$ cat config.mk
export PLATFORM = sky130hd
export DESIGN_NAME = dibit_phase_enc
export DESIGN_NICKNAME = d
export VERILOG_FILES = /design/src/rtl/dpe_pkg.sv /design/src/rtl/dpe_hold_buf.sv /design/src/rtl/dpe_step_map.sv /design/src/rtl/dpe_phase_acc.sv /design/src/rtl/dibit_phase_enc.sv
export SDC_FILE = /design/constraint.sdc
export NUM_CORES = 1
export LEC_CHECK = 0
export BUFFER_PORTS_ARGS = -buffer_cell sky130_fd_sc_hd__buf_4
export CORE_MARGIN = 2
export CORE_UTILIZATION = 53
export CTS_CLUSTER_SIZE = 12
export DETAILED_ROUTE_END_ITERATION = 10
export PLACE_DENSITY = 0.8
export RECOVER_POWER = 25
export SLEW_MARGIN = 20
export SYNTH_ARGS = -nofsm -noshare
export SYNTH_HDL_FRONTEND = slang
export SYNTH_SLANG_ARGS = --single-unit
export TNS_END_PERCENT = 20
$ cat constraint.sdc
create_clock -name clk -period 1.9 [get_ports clk]
set_input_delay 0.19 -clock clk [delete_from_list [all_inputs] [get_ports clk]]
set_output_delay 0.19 -clock clk [all_outputs]
set_load 0.01 [all_outputs]
$ cat src/rtl/dpe_pkg.sv
package dpe_pkg;
  localparam int SYM_W = 2;
  typedef logic [SYM_W-1:0] sym_t;

  // Step in quarter turns for each symbol value
  function automatic sym_t sym_to_step(input sym_t s);
    sym_t r;
    case (s)
      2'b00:   r = 2'd1;
      2'b01:   r = 2'd0;
      2'b11:   r = 2'd3;
      default: r = 2'd2;
    endcase
    return r;
  endfunction
endpackage

$ cat src/rtl/dpe_hold_buf.sv
module dpe_hold_buf #(
  parameter int BYTE_W = 8,
  parameter int SYM_W  = 2
) (
  input  logic              clk,
  input  logic              rst,
  input  logic              in_valid,
  input  logic [BYTE_W-1:0] in_data,
  output logic              in_ready,
  input  logic              sym_tick,
  output logic [SYM_W-1:0]  cur_sym,
  output logic              sym_live,
  output logic              underrun
);
  localparam int SYMS  = BYTE_W / SYM_W;
  localparam int CNT_W = $clog2(SYMS + 1);

  logic              hold_full_q;
  logic [BYTE_W-1:0] hold_q;
  logic [BYTE_W-1:0] shift_q;
  logic [CNT_W-1:0]  cnt_q;
  logic              und_q;
  logic              accept, reload, shift_empty, last_sym;

  assign in_ready    = ~hold_full_q;
  assign accept      = in_valid & ~hold_full_q;
  assign shift_empty = (cnt_q == '0);
  assign last_sym    = (cnt_q == CNT_W'(1));
  assign reload      = hold_full_q & (shift_empty | (sym_tick & last_sym));
  assign cur_sym     = shift_q[SYM_W-1:0];
  assign sym_live    = ~shift_empty;
  assign underrun    = und_q;

  always_ff @(posedge clk) begin
    if (rst) begin
      hold_full_q <= 1'b0;
      hold_q      <= '0;
      shift_q     <= '0;
      cnt_q       <= '0;
      und_q       <= 1'b0;
    end else begin
      if (accept) begin
        hold_q      <= in_data;
        hold_full_q <= 1'b1;
      end else if (reload) begin
        hold_full_q <= 1'b0;
      end

      if (reload) begin
        shift_q <= hold_q;
        cnt_q   <= CNT_W'(SYMS);
      end else if (sym_tick && !shift_empty) begin
        shift_q <= shift_q >> SYM_W;
        cnt_q   <= cnt_q - CNT_W'(1);
      end

      if (sym_tick && shift_empty) und_q <= 1'b1;
      else if (accept)             und_q <= 1'b0;
    end
  end
endmodule

$ cat src/rtl/dpe_step_map.sv
module dpe_step_map
  import dpe_pkg::*;
#(
  parameter sym_t IDLE_SYM = 2'b01
) (
  input  sym_t sym_in,
  input  logic live,
  output sym_t step
);
  sym_t eff;
  assign eff  = live ? sym_in : IDLE_SYM;
  assign step = sym_to_step(eff);
endmodule

$ cat src/rtl/dpe_phase_acc.sv
module dpe_phase_acc #(
  parameter int PH_W = 2
) (
  input  logic            clk,
  input  logic            rst,
  input  logic            tick,
  input  logic [PH_W-1:0] step,
  output logic [PH_W-1:0] phase,
  output logic            stb
);
  always_ff @(posedge clk) begin
    if (rst) begin
      phase <= '0;
      stb   <= 1'b0;
    end else begin
      stb <= tick;
      if (tick) phase <= phase + step;
    end
  end
endmodule

$ cat src/rtl/dibit_phase_enc.sv
module dibit_phase_enc
  import dpe_pkg::*;
#(
  parameter int BYTE_W = 8
) (
  input  logic              clk,
  input  logic              rst,
  input  logic              in_valid,
  input  logic [BYTE_W-1:0] in_data,
  output logic              in_ready,
  input  logic              sym_tick,
  output logic [SYM_W-1:0]  phase_idx,
  output logic              phase_stb,
  output logic              underrun
);
  sym_t cur_sym, step;
  logic sym_live;

  dpe_hold_buf #(.BYTE_W(BYTE_W), .SYM_W(SYM_W)) u_buf (
    .clk(clk), .rst(rst), .in_valid(in_valid), .in_data(in_data),
    .in_ready(in_ready), .sym_tick(sym_tick), .cur_sym(cur_sym),
    .sym_live(sym_live), .underrun(underrun)
  );

  dpe_step_map #(.IDLE_SYM(2'b01)) u_map (
    .sym_in(cur_sym), .live(sym_live), .step(step)
  );

  dpe_phase_acc #(.PH_W(SYM_W)) u_acc (
    .clk(clk), .rst(rst), .tick(sym_tick), .step(step),
    .phase(phase_idx), .stb(phase_stb)
  );
endmodule

==> qor.yml <==
top_layer: "met4"
worstSetupStartpointType: "register"
yosysWarnings: 0
setup_viol: 0
n_antenna_cell: 0
grt_pass1_wl_mm: 3.394
drt_iter0_drc: 35
layout.nets: 157
syn_nets: 140
port_buffers: 16
wl_met3_um: 126
clk_latency_ns: 0.34
avgRoutedWirePerCell_um: 12.39
drive_gt1_share_pct: 18.57
route.detailed.drc: 0
mostFrequentLayoutCells: "30 x nand2_1, 22 x dfxtp_1, 18 x a21oi_1, 13 x buf_4, 10 x nor2_1"
place.gp.congestion: 0.8077
drv_slew: 0
hold_violations: 0
placedCellCount: 162
ys_ff_latch: 24
areaGrowthSynthToFinish_pct: 15.55
fin_crit_sh_pct: 92.63
power_uw: 1769
layout_commonest_cell: "nand2_1"
rsz0062_at_grt: "false"
worstPathRequired_ns: 2.19
rows: 16
dpl.hpwl_mm: 1.369
ys.flop_type: "dfxtp_1"
ir_worst_vdd_mv: 0.6789
final_antenna_net_count: 0
initial_core_util_pct: 55.00
drtPass1Iterations: 4
p_per_area_mw_per_mm2: 1464
drt-total-wl_mm: 2.069
ios: 17
status: "finished, final reports clean"
antenna_found_initial: 0
clock_skew_ns: 0.002180
fmax_ghz: 0.5682
routedLengthMet1_um: 889
synth_edf_count: 0
cp.arrival_ns: 2.05
cts.sinks: 24
route.met2.wl_mm: 1.002
overflow: 0
p_leak_uw: 0.0004765
post-route-min-period_ns: 1.760
finalNonFillerCells: 167
coreArea_mm2: 0.001902
drv_cap: 0
clkTransAtPathRegs_ns: 0.13
yosysSeqAreaShare_pct: 45.93
die_h_um: 48.43
clk_root_buffer_cell: "clkbuf_4"
path_max_fanout: 4
netlist_area_mm2: 0.001046
post_dp_cell_area_mm2: 0.001162
h-tree-depth: 1
async_flop_share_pct: 0
fin_area_mm2: 0.001209
hp-class: "primary input to register"
end_kind: "register"
cts_buffer_depth: 2
criticalPathCategory: "register to register"
die_area_mm2: 0.002345
synthCells: 124
reg2reg_slack_ns: 0.14
slew_headroom_pct: 61.38
synth.distinct_cells: 30
syn-mean-instance-area_um2: 8.436
vias_per_cell: 5.323
fill_cells: 171
cts_made_buffers: 3
tns_ns: 0
worst_pin_slew_ns: 0.5780
grt_max_degree: 25
tritoncts: "done"
die_w_um: 48.43
dr_total_vias: 889
grt.total_usage_pct: 18.68
grt_pass1_vias: 842
cell usage after synthesis, types with 2 or more instances:
cell / instances / area (um2)
ha_1: 4 / 50.05
clkbuf_1: 3 / 11.26
nor2b_1: 2 / 12.51
a311oi_1: 2 / 17.52
dfxtp_1: 24 / 480.5
nand2_1: 30 / 112.6
nor2_1: 10 / 37.54
a21oi_1: 18 / 90.09
nor3_1: 3 / 15.01
inv_1: 4 / 15.01
a211oi_1: 4 / 30.03
nand3_1: 2 / 10.01
cells by family (layout without fill, tap and decap cells):
| logic type | after synthesis | count (layout) | share of synthesized area (%) |
|---|---|---|---|
| XOR/XNOR | 2 | 2 | 1.675 |
| AND/OR/NAND/NOR | 55 | 55 | 24.28 |
| buffers and inverters | 10 | 26 | 5.741 |
| AO/OA/AOI/OAI | 28 | 28 | 16.63 |
| flip-flops | 24 | 24 | 45.93 |
| multiplexers | 1 | 1 | 0.9570 |
| adder cells (fa/ha/maj) | 4 | 4 | 4.785 |
metrics by stage:
step	utilization [%]	hold WS, ns	setup slack, ns
final	63.55	0.07634	0.1400
after global routing	63.55	0.09573	0.01703
after global placement	61.12	0.4373	0.1551
after detailed placement	61.12	0.4451	0.07975
after floorplan	-	0.2616	0.1950
after CTS	63.88	0.08101	0.04671
area by class of cell:
type | count | area (um2) | area share, %
clock buffers | 3 | 22.52 | 1.863
clock inverters | 1 | 30.03 | 2.484
inverters | 4 | 15.01 | 1.242
multi-input cells | 90 | 508.0 | 42.03
flip-flops and latches | 24 | 483.0 | 39.96
well taps | 27 | 33.78 | 2.795
repair buffers | 18 | 116.4 | 9.627
report_power, final:
| part | switching [uW] | leakage [uW] | internal (uW) |
|---|---|---|---|
| clock | 170 | 0.0000279 | 214 |
| sequential | 88.8 | 0.000198 | 625 |
| combinational | 381 | 0.000251 | 290 |
| total | 640 | 0.000477 | 1130 |
state kept, by name, summed over array words and instances, names as in the netlist:
register	flops
u_buf.cnt_q	3
u_acc.phase	2
u_buf.hold_q	8
u_acc.stb	1
u_buf.hold_full_q	1
u_buf.shift_q	8
u_buf.underrun	1
timing repair:
action	in CTS	in global routing
setup buffers	0	1
hold buffers	0	0
resized for setup	0	3
endpoints found under the hold margin	0	0
setup endpoints to repair	0	1
worst max-delay path: stages, from the launching register on:
cell and delay [ns]:
dfxtp_2 0.38, inv_1 0.07, ha_2 0.20, and2b_1 0.17
nor2_1 0.10, ha_1 0.17, and4b_1 0.20, or3_1 0.30
a21oi_1 0.12
path summary, 6_finish.rpt:
check	start	to	cells after the start
max	u_buf.cnt_q[0]	u_acc.phase[1]	8
min	in_data[6]	u_buf.hold_q[6]	3
max reg2reg	u_buf.cnt_q[0]	u_acc.phase[1]	8
min reg2reg	u_buf.hold_q[6]	u_buf.hold_q[6]	2
per-layer routing:
layer / track usage (%) / vias up
li1: - / 451
met1: 21.51 / 399
met2: 31.25 / 34
met3: 3.086 / 5
met4: 13.81 / 0
met5: 0 / -
Power figures use the tool's default switching activity.
